**src/rtl/eth_rx_framer.sv**
```systemverilog
module eth_rx_framer #(
  parameter int FCS_BYTES = 4
) (
  input  logic       clk,
  input  logic       rst_n,
  input  logic       rx_en,
  input  logic       rmii_mode,
  input  logic       sym_en,
  input  logic       rx_dv,
  input  logic [3:0] rx_d,
  output logic       out_valid,
  output logic [7:0] out_data,
  output logic       out_last,
  output logic       out_crc_err,
  output logic       out_align_err
);
  localparam int DEPTH = FCS_BYTES + 1;
  localparam int FW = $clog2(DEPTH + 1);
  localparam logic [FW-1:0] FULL = FW'(DEPTH);
  localparam logic [31:0] GOOD_RESIDUE = 32'hDEBB20E3;
  localparam logic [7:0] SFD = 8'hD5;

  typedef enum logic [1:0] {S_WAIT, S_HUNT, S_DATA} st_t;
  st_t st;

  logic [7:0]    sr;
  logic [1:0]    cnt;
  logic [31:0]   crc;
  logic [7:0]    dl [DEPTH];
  logic [FW-1:0] fill;

  function automatic logic [31:0] crc_byte(input logic [31:0] c, input logic [7:0] b);
    logic [31:0] r;
    r = c;
    for (int i = 0; i < 8; i++)
      r = (r[0] ^ b[i]) ? ((r >> 1) ^ 32'hEDB88320) : (r >> 1);
    return r;
  endfunction

  wire [7:0]  sr_nx     = rmii_mode ? {rx_d[1:0], sr[7:2]} : {rx_d, sr[7:4]};
  wire        byte_done = (cnt == (rmii_mode ? 2'd3 : 2'd1));
  wire [31:0] crc_nx    = crc_byte(crc, sr_nx);

  always_ff @(posedge clk) begin
    if (!rst_n) begin
      st <= S_WAIT;
      sr <= '0;
      cnt <= '0;
      crc <= '1;
      fill <= '0;
      for (int i = 0; i < DEPTH; i++) dl[i] <= '0;
      out_valid <= 1'b0;
      out_data <= '0;
      out_last <= 1'b0;
      out_crc_err <= 1'b0;
      out_align_err <= 1'b0;
    end else begin
      out_valid <= 1'b0;
      out_last <= 1'b0;
      out_crc_err <= 1'b0;
      out_align_err <= 1'b0;
      if (!rx_en) begin
        st <= S_WAIT;
        fill <= '0;
        cnt <= '0;
        sr <= '0;
      end else if (sym_en) begin
        if (!rx_dv) begin
          if (st == S_DATA && fill == FULL) begin
            out_valid <= 1'b1;
            out_data <= dl[DEPTH-1];
            out_last <= 1'b1;
            out_crc_err <= (crc != GOOD_RESIDUE);
            out_align_err <= (cnt != 2'd0);
          end
          st <= S_HUNT;
          sr <= '0;
          cnt <= '0;
          fill <= '0;
        end else begin
          sr <= sr_nx;
          case (st)
            S_HUNT: if (sr_nx == SFD) begin
              st <= S_DATA;
              cnt <= '0;
              crc <= '1;
              fill <= '0;
            end
            S_DATA: if (byte_done) begin
              cnt <= '0;
              crc <= crc_nx;
              dl[0] <= sr_nx;
              for (int i = 1; i < DEPTH; i++) dl[i] <= dl[i-1];
              if (fill == FULL) begin
                out_valid <= 1'b1;
                out_data <= dl[DEPTH-1];
              end else begin
                fill <= fill + 1'b1;
              end
            end else begin
              cnt <= cnt + 2'd1;
            end
            default: ;
          endcase
        end
      end
    end
  end


  last_has_valid_chk: assert property (@(posedge clk) disable iff (!rst_n)
    out_last |-> out_valid);

  gap_after_last_chk: assert property (@(posedge clk) disable iff (!rst_n)
    out_last |=> !out_valid);

  flags_at_end_chk: assert property (@(posedge clk) disable iff (!rst_n)
    (out_crc_err || out_align_err) |-> out_last);

  valid_from_data_chk: assert property (@(posedge clk) disable iff (!rst_n)
    out_valid |-> $past(st == S_DATA));

  valid_after_sym_chk: assert property (@(posedge clk) disable iff (!rst_n)
    out_valid |-> $past(sym_en));

  hold_when_idle_chk: assert property (@(posedge clk) disable iff (!rst_n)
    (rx_en && !sym_en) |=> $stable(st));

  disabled_wait_chk: assert property (@(posedge clk) disable iff (!rst_n)
    !rx_en |=> (st == S_WAIT));

  skip_busy_line_chk: assert property (@(posedge clk) disable iff (!rst_n)
    (st == S_WAIT && rx_dv) |=> (st == S_WAIT));
endmodule

```
**config.mk**
```make
export PLATFORM = sky130hd
export DESIGN_NAME = eth_rx_framer
export DESIGN_NICKNAME = d
export VERILOG_FILES = /design/src/rtl/eth_rx_framer.sv
export SDC_FILE = /design/constraint.sdc
export NUM_CORES = 1
export LEC_CHECK = 0
export ABC_AREA = 1
export BUFFER_PORTS_ARGS = -buffer_cell sky130_fd_sc_hd__clkbuf_2
export CORE_MARGIN = 5
export CORE_UTILIZATION = 30
export DETAILED_ROUTE_END_ITERATION = 6
export PLACE_DENSITY = 0.44
export REMOVE_ABC_BUFFERS = 1
export SYNTH_ARGS = -nofsm -noshare
export SYNTH_HDL_FRONTEND = slang
export SYNTH_SLANG_ARGS = --single-unit
```
**constraint.sdc**
```tcl
create_clock -name clk -period 2.95 [get_ports clk]
set_clock_uncertainty 0.2 [all_clocks]
set_input_delay 0.295 -clock clk [delete_from_list [all_inputs] [get_ports clk]]
set_output_delay 0.295 -clock clk [all_outputs]
set_load 0.1 [all_outputs]
```
# Yosys cells after proc, flatten, opt, wreduce, memory -nomap -nowiden
# Memory sizes are Yosys's and may differ from the RTL's.
# Cells that the tools add are included.
# word_totals
memories	1
register_bits	59
word_cells	117
inputBits	10
ramBits	40
# mem_list
memory	depth	width	read_ports	rd_clocked_by_memory_dff	wr	line_no	text
dl	5	8	5	0	5	29	logic [7:0] dl [DEPTH];
# classes
eq_ne	17
mux	49
bitwise	25
addsub	2
reduce_logical	13
# op_table
cell	n
32-bit 2-to-1 mux	10
13-bit inverter with 14-bit output	8
8-bit 2-to-1 mux	12
32-bit case mux with 2 select lines	1
32-bit inequality test, second input constant	1
2-bit 2-to-1 mux	7
1-bit 2-to-1 mux	13
3-bit 2-to-1 mux	4
6-bit AND reduction	2
2-bit by 1-bit inequality test with 1-bit output, second input constant	5
3-bit inequality test, second input constant	3
3-bit AND reduction	3
8-bit == test, second input constant	1
1-bit bitwise XOR	8
3-bit case mux with 2 select lines	1
2-bit nonzero test	3
1-bit OR	5
5-bit AND reduction	1
5-bit OR reduction	1
2-bit inequality test, second input constant	2
1-bit inverter	4
2-bit case mux with 2 select lines	1
4-bit OR reduction	1
3-bit by 1-bit adder with 3-bit output, second input constant	1
8 further kinds	8

# Depth between registers and ports, before layout
# Gate-level depths: netlist of run 1.
# logic_depth
ltp_word	19
ltp_mapped	15
ltp_nobuf	14

# Least setup slack after synthesis of run 1
# Ideal clock, no wire load.
# synth_path
path_type	in2reg
from	input port rx_dv
to	memory dl[0][0] (enable)
setup_time_ns	0.398
arrival_ns	1.855
required_ns	2.352
slack_ns	0.497
stages	5
path_buffers	1
path_cell_list	clkbuf_1 nand2_2 nor3_4 inv_1 nand2_1
# synth_lines
item	line_no	text
from (decl)	9	input logic rx_dv,
to (decl)	29	

# Worst setup path after layout of run 1
# layout_path
from	register st[0]
to	register crc[26]
# layout_via
elab_chain_cells	3
word_cells_on_any_way	7
# layout_rtl
item	line_no	text
from (decl)	24	st_t st;
from (signal assigned)	46	st <= S_WAIT;
from (signal assigned)	63	st <= S_WAIT;
from (signal assigned)	76	st <= S_HUNT;
2-bit by 1-bit == test with 1-bit output or 2-bit == test (tied branches)	82	case (st)
2-bit inequality test (no line) or 2-bit nonzero test (tied branches)	--	
6-bit AND reduction (no line)	--	
to (signal assigned)	91	crc <= crc_nx;
to (decl)	28	logic [31:0] crc;
# Parallel ways exist; a longest one is shown, timed or not.
# A chain may end at the register's enable or synchronous reset.

==> flow_summary_export.csv, run 1 <==
group,metric,value,unit
place,dp.final_hpwl,10800,µm
cells_and_area,filler_cell_count,1939,
cts,cts_sinks,97,
global_routing,grt_use_total,0.142,
synth,postSynth.topFlopCell,"sky130_fd_sc_hd__dfxtp_1",
synth,yosysUniqueCellTypes,40,
synth,synthesis.yosys.warnings,0,
synth,synth_top_cells_by_count,"224 x sky130_fd_sc_hd__nand2_1, 104 x sky130_fd_sc_hd__inv_1, 80 x sky130_fd_sc_hd__nand3_1",
cts,max-clock-path-buffers,2,
cts,clock_transition_time_at_the_flip_flop_clock_pins_of_the_worst_setup_and_hold_paths,0.07,ns
critical_path,cp_data_required_time,2.99,ns
route,routed_wire_length_per_instance,14.6,µm
critical_path,crit_path_max_fanout,20,
floorplan,die-area,21100,µm²
critical_path,crit_type,"flop to flop",
synth,syn-cell-area,5490,µm²
route,wirelength,14800,µm
floorplan,fp.dieW,145,µm
cts,cts_post_setup_buffers_inserted,0,
synth,post-synth-top-count-cell,"sky130_fd_sc_hd__nand2_1",
critical_path,critical_path.top_delay_family,"simple AND/OR/NAND/NOR gates",
hold_path,worst_hold_path_type,"primary input to flop",
floorplan,rows,49,
sta,setup_viol,0,
route,detail-route-antenna-nets,0,
place,placed_instances,999,
job,cap_viol_max_count,0,
power,worst_ir_drop_vdd,0.284,mV
floorplan,floorplan.core_area,18000,µm²
synth,synthesis.instances,758,
synth,synthTopCellsByArea,"sky130_fd_sc_hd__edfxtp_1 22%, sky130_fd_sc_hd__dfxtp_1 21%, sky130_fd_sc_hd__nand2_1 15%, sky130_fd_sc_hd__nand3_1 7.3%, sky130_fd_sc_hd__inv_1 7.1%",
critical_path,slowest_delay,0.33,ns
synth,synth_largest_type_area_fraction,0.219,
place,placer_congestion,0.854,
global_routing,antenna_found_initial,0,
sta,final_hold_viol_count,0,
place,place.port_buffers,21,
sta,worst_max_slew_pin_slew,0.661,ns
cells_and_area,antenna_diode_count,0,
global_routing,grt_pass1_wl,24200,µm
power,post-layout-total-power,2.86,mW
global_routing,via_count_of_the_first_global_routing_pass,4394,
sta,fmax,430,MHz
cts,cts-resized-gates,0,
route,post_drt_via_cell_ratio,4.77,
floorplan,num_io_pins,22,
synth,ys_async_sr_fraction,0,
sta,rsz0062_at_grt,"false",
synth,synth-seq-cells,97,
cts,tritoncts,"built",
critical_path,cp-end-kind,"flop",
cells_and_area,syn2layout_area_growth,12.3,%
route,via_count,4842,
critical_path,critPathLaunchType,"flop",
sta,worst_slack,0.627,ns
synth,synth-edff-count,40,
outcome,status,"finished, final reports clean",
critical_path,cell_with_the_largest_stage_delay_on_the_worst_path,"sky130_fd_sc_hd__nand2_2",
cts,cts.root.buffer_cell,"sky130_fd_sc_hd__clkbuf_16",
route,drt_pre_antenna_iters,6,
sta,final.setup.tns,0,ns
power,p_leak,2.95,nW
cells_and_area,final_layout_size_suffix_gt1_frac,0.145,
cells_and_area,final_net_count,794,
critical_path,worstPathBufferInverterCount,5,
cts,post_cts_hold_buffer_count,0,
global_routing,maximum_number_of_pins_on_one_net_before_global_route_repair,41,
cts,clkLatencyLatePin,0.35,ns
critical_path,worst-endpoint-arrival,2.37,ns
sta,final-max-slew-violation-count,0,
floorplan,initial_standard_cell_utilization_of_the_core,0.306,
floorplan,die_height,145,µm
global_routing,grt_remaining_overflow,0,
cells_and_area,core_utilization_of_the_finished_layout,0.343,
route,post-route-drc-count,0,
sta,maxSlewHeadroom,0.555,
critical_path,crit_path_cells,"inv_1 -> nand2_2 -> inv_2 -> nand2_2 -> nor3_4 -> inv_1 -> nand2_2 -> buf_4 -> o21ai_0 -> inv_1 -> nand2_1",
synth,synth_area_leader_cell,"sky130_fd_sc_hd__edfxtp_1",
power,pwr_density_cell,464,nW/µm²
synth,avgSynthCellArea,7.24,µm²
sta,layout_min_cycle_time,2.32,ns
place,preCtsSetupSlack,0.524,ns
cts,htree_num_levels,3,
cts,cts_made_buffers,9,
cells_and_area,final-instance-count-excl-fill,1015,
sta,post-route-period-util,0.787,
synth,fraction_of_the_yosys_area_taken_by_sequential_cells,0.427,
route,drtIter0Drc,406,
[layout make-up]
class / instances / area (µm²) / area share
Multi-Input combinational cell: 530 / 2610 / 0.423
Inverter: 112 / 427 / 0.0692
Sequential cell: 97 / 2340 / 0.380
Timing Repair Buffer: 31 / 205 / 0.0333
Clock inverter: 6 / 56.3 / 0.00913
Tap cell: 229 / 287 / 0.0465
Clock buffer: 10 / 239 / 0.0388
[final timing paths]
check | startpoint | end | slack [ns] | cells after the start
max | st[0]$_SDFFE_PN0P_ | crc[26]$_SDFFE_PN1P_ | 0.63 | 11
min | rst_n | crc[28]$_SDFFE_PN1P_ | 0.11 | 2
max reg2reg | st[0]$_SDFFE_PN0P_ | crc[26]$_SDFFE_PN1P_ | 0.63 | 11
min reg2reg | out_data[5]$_SDFFE_PN0P_ | out_data[5]$_SDFFE_PN0P_ | 0.27 | 2
[per-stage QoR]
stage | cell area, µm² | hold slack [ns]
finish | 6160 | 0.106
floorplan | 5380 | 0.164
global placement | 5870 | 0.250
detailed placement | 5870 | 0.260
CTS | 6160 | 0.104
global route | 6160 | 0.120
[where the power goes]
part / switching [mW] / total [mW] / internal, mW
registers: 0.00822 / 1.42 / 1.41
clock network: 0.558 / 1.17 / 0.614
logic: 0.194 / 0.268 / 0.0739
[kinds of logic after synthesis]
| group | Yosys count | synth area share |
|---|---|---|
| DFF | 97 | 0.427 |
| and+or+nand+nor | 442 | 0.379 |
| xor gates and xnor gates | 11 | 0.0175 |
| buffers and inverters | 131 | 0.0984 |
| AOI/OAI and AO/OA | 74 | 0.0713 |
| adders and majority gates | 3 | 0.00684 |
[registers in the layout (all words and copies together) (netlist names)]
| register | count |
|---|---|
| out_data | 8 |
| fill | 3 |
| out_align_err | 1 |
| sr | 6 |
| out_crc_err | 1 |
| crc | 32 |
| out_valid | 1 |
| dl | 40 |
| cnt | 2 |
| out_last | 1 |
| st | 2 |
[per-layer routing]
| metal | track usage | share of wire | routed length [µm] |
|---|---|---|---|
| met2 | 0.207 | 0.42 | 6260 |
| met1 | 0.209 | 0.52 | 7650 |
| met4 | 0.0518 | 0.016 | 229 |
| met3 | 0.0240 | 0.042 | 626 |
| met5 | 0 | 0 | 0 |
[cells in the final DEF, fill, tap and decap left out, drive strengths merged]
cell type / count
nand2: 275
a41oi: 1
nor2: 68
clkbuf: 31
clkinvlp: 1
clkinv: 4
dfxtp: 57
o21ai: 33
xor2: 10
o211ai: 4
o22ai: 1
nor4: 4
a21oi: 32
a31oi: 1
a211oi: 1
xnor2: 1
ha: 3
nor3: 3
inv: 113
o21bai: 1
nand4: 9
edfxtp: 40
buf: 10
nand3: 83
No activity file was read; power rests on OpenSTA's default activity.
==> inputs of run 2 (changes only) <==
==> constraint.sdc (replaced) <==
create_clock -name clk -period 2.35 [get_ports clk]
set_clock_uncertainty 0.2 [all_clocks]
set_input_delay 0.235 -clock clk [delete_from_list [all_inputs] [get_ports clk]]
set_output_delay 0.235 -clock clk [all_outputs]
set_load 0.1 [all_outputs]
==> flow_summary_export.csv, run 2 (synthesis gave the netlist of run 1 again) <==
group,metric,value,unit
route,detail-route-antenna-nets,0,
cts,post_cts_hold_buffer_count,0,
critical_path,cell_with_the_largest_stage_delay_on_the_worst_path,"sky130_fd_sc_hd__dfxtp_1",
critical_path,r2r.worst_path.cells,10,
global_routing,grt_remaining_overflow,0,
critical_path,worstPathBufferInverterCount,3,
cts,cts-resized-gates,0,
critical_path,worstSetupPathDepth,10,
route,via_count,4788,
route,drt_pre_antenna_iters,7,
outcome,status,"finished, final reports clean",
cts,max-clock-path-buffers,2,
cts,cts.root.buffer_cell,"sky130_fd_sc_hd__clkbuf_16",
cells_and_area,mostFrequentLayoutCells,"224 x sky130_fd_sc_hd__nand2_1, 104 x sky130_fd_sc_hd__inv_1, 80 x sky130_fd_sc_hd__nand3_1, 64 x sky130_fd_sc_hd__nor2_1, 57 x sky130_fd_sc_hd__dfxtp_1",
global_routing,grt_pass1_wl,23400,µm
sta,final-max-slew-violation-count,0,
sta,layout_min_cycle_time,2.13,ns
critical_path,cp-end-kind,"flop",
cts,clkLatencyLatePin,0.36,ns
cts,cts_sinks,97,
sta,final_hold_viol_count,0,
power,post-layout-total-power,3.53,mW
route,routed_wire_length_per_instance,14.3,µm
global_routing,via_count_of_the_first_global_routing_pass,4390,
sta,rsz0062_at_grt,"false",
sta,post-route-period-util,0.905,
floorplan,fp.dieW,145,µm
place,placed_instances,1004,
critical_path,crit_type,"flop to flop",
cts,clock_transition_time_at_the_flip_flop_clock_pins_of_the_worst_setup_and_hold_paths,0.07,ns
job,cap_viol_max_count,0,
cells_and_area,largest_register_ffs,40,
floorplan,die_height,145,µm
cells_and_area,final_net_count,799,
route,post-route-drc-count,0,
global_routing,antenna_found_initial,0,
sta,fmax,470,MHz
sta,worst_max_slew_pin_slew,0.549,ns
cells_and_area,top_regs,"dl (40), crc (32), out_data (8)",
cts,htree_num_levels,3,
global_routing,maximum_number_of_pins_on_one_net_before_global_route_repair,41,
cells_and_area,filler_cell_count,1925,
critical_path,worst-endpoint-arrival,2.17,ns
sta,maxSlewHeadroom,0.635,
floorplan,floorplan.core_area,18000,µm²
cells_and_area,final_layout_size_suffix_gt1_frac,0.148,
place,place.port_buffers,21,
sta,setup_viol,0,
route,post_drt_via_cell_ratio,4.69,
power,worst_ir_drop_vdd,0.320,mV
cts,cts_made_buffers,9,
place,placer_congestion,0.858,
floorplan,initial_standard_cell_utilization_of_the_core,0.306,
critical_path,crit_path_max_fanout,37,
hold_path,hold_depth,2,
critical_path,crit_path_cells,"inv_1 -> a21oi_1 -> nand2_1 -> nor3_4 -> inv_1 -> nand2_2 -> buf_12 -> o21ai_1 -> nor2_1 -> nand2_1",
route,wirelength,14500,µm
power,p_leak,2.97,nW
critical_path,slowest_delay,0.33,ns
global_routing,grt_use_total,0.137,
cts,cts_post_setup_buffers_inserted,0,
critical_path,cp_data_required_time,2.40,ns
cells_and_area,registers.top_by_ff_count,"dl",
floorplan,die-area,21100,µm²
cells_and_area,mostFrequentLayoutCell,"sky130_fd_sc_hd__nand2_1",
cells_and_area,syn2layout_area_growth,12.5,%
power,pwr_density_cell,571,nW/µm²
route,drtIter0Drc,354,
critical_path,critical_path.top_delay_family,"simple AND/OR/NAND/NOR gates",
hold_path,worst_hold_path_type,"primary input to flop",
place,dp.final_hpwl,10900,µm
critical_path,critPathLaunchType,"flop",
floorplan,num_io_pins,22,
cells_and_area,antenna_diode_count,0,
floorplan,rows,49,
cells_and_area,final-instance-count-excl-fill,1020,
cts,tritoncts,"built",
-- run 2: cell count changes in the layout (fill, tap and decap cells not counted), sizes merged --
| cell | before | now |
|---|---|---|
| buf | 10 | 15 |
| clkinvlp | 1 | 0 |
| clkinv | 4 | 5 |
-- run 2: final timing paths --
check	start	endpoint	slack, ns
max	cnt[0]$_SDFFE_PN0P_	crc[19]$_SDFFE_PN1P_	0.22
min	rst_n	crc[28]$_SDFFE_PN1P_	0.03
max reg2reg	cnt[0]$_SDFFE_PN0P_	crc[19]$_SDFFE_PN1P_	0.22
min reg2reg	out_data[7]$_SDFFE_PN0P_	out_data[7]$_SDFFE_PN0P_	0.26
-- run 2: worst reg2reg max path: stages (launching register included) --
cell and delay [ns]:
sky130_fd_sc_hd__dfxtp_1 0.33, sky130_fd_sc_hd__inv_1 0.10, sky130_fd_sc_hd__a21oi_1 0.29, sky130_fd_sc_hd__nand2_1 0.19, sky130_fd_sc_hd__nor3_4 0.20, sky130_fd_sc_hd__inv_1 0.09, sky130_fd_sc_hd__nand2_2 0.16, sky130_fd_sc_hd__buf_12 0.21
sky130_fd_sc_hd__o21ai_1 0.08, sky130_fd_sc_hd__nor2_1 0.11, sky130_fd_sc_hd__nand2_1 0.06
-- run 2: metal layers --
metal  track usage  wire length, µm  part of all wire  vias up
met5             0                0                 0        -
met4        0.0354              141            0.0097        0
met3        0.0299              681             0.047       12
met2         0.201             6170              0.42       96
met1         0.204             7540              0.52     2219
li1              -                -                 -     2461
-- run 2: power breakdown --
group,switching [mW],internal [mW]
logic,0.242,0.0957
registers,0.0105,1.77
clock network,0.680,0.727
-- run 2: layout make-up --
class / instances / area [µm²] / share of cell area
Clock buffer: 10 / 229 / 0.0371
Clock inverter: 6 / 42.5 / 0.00689
Inverter: 112 / 427 / 0.0691
Multi-Input combinational cell: 530 / 2610 / 0.422
Sequential cell: 97 / 2340 / 0.379
Tap cell: 229 / 287 / 0.0464
Timing Repair Buffer: 36 / 243 / 0.0393
-- run 2: metrics by stage --
| stage | area [µm²] | hold slack (ns) | setup TNS (ns) | setup slack, ns | utilization |
|---|---|---|---|---|---|
| 3_3_place_gp | 5910 | 0.248 | 0 | 0.104 | 0.329 |
| 5_1_grt | 6180 | 0.0229 | 0 | 0.0359 | 0.344 |
| 2_1_floorplan | 5380 | 0.104 | -12.91 | -0.323 | - |
| 4_1_cts | 6180 | 0.0228 | 0 | 0.262 | 0.344 |
| 6_report | 6180 | 0.0299 | 0 | 0.223 | 0.344 |
| 3_5_place_dp | 5910 | 0.255 | 0 | 0.102 | 0.329 |
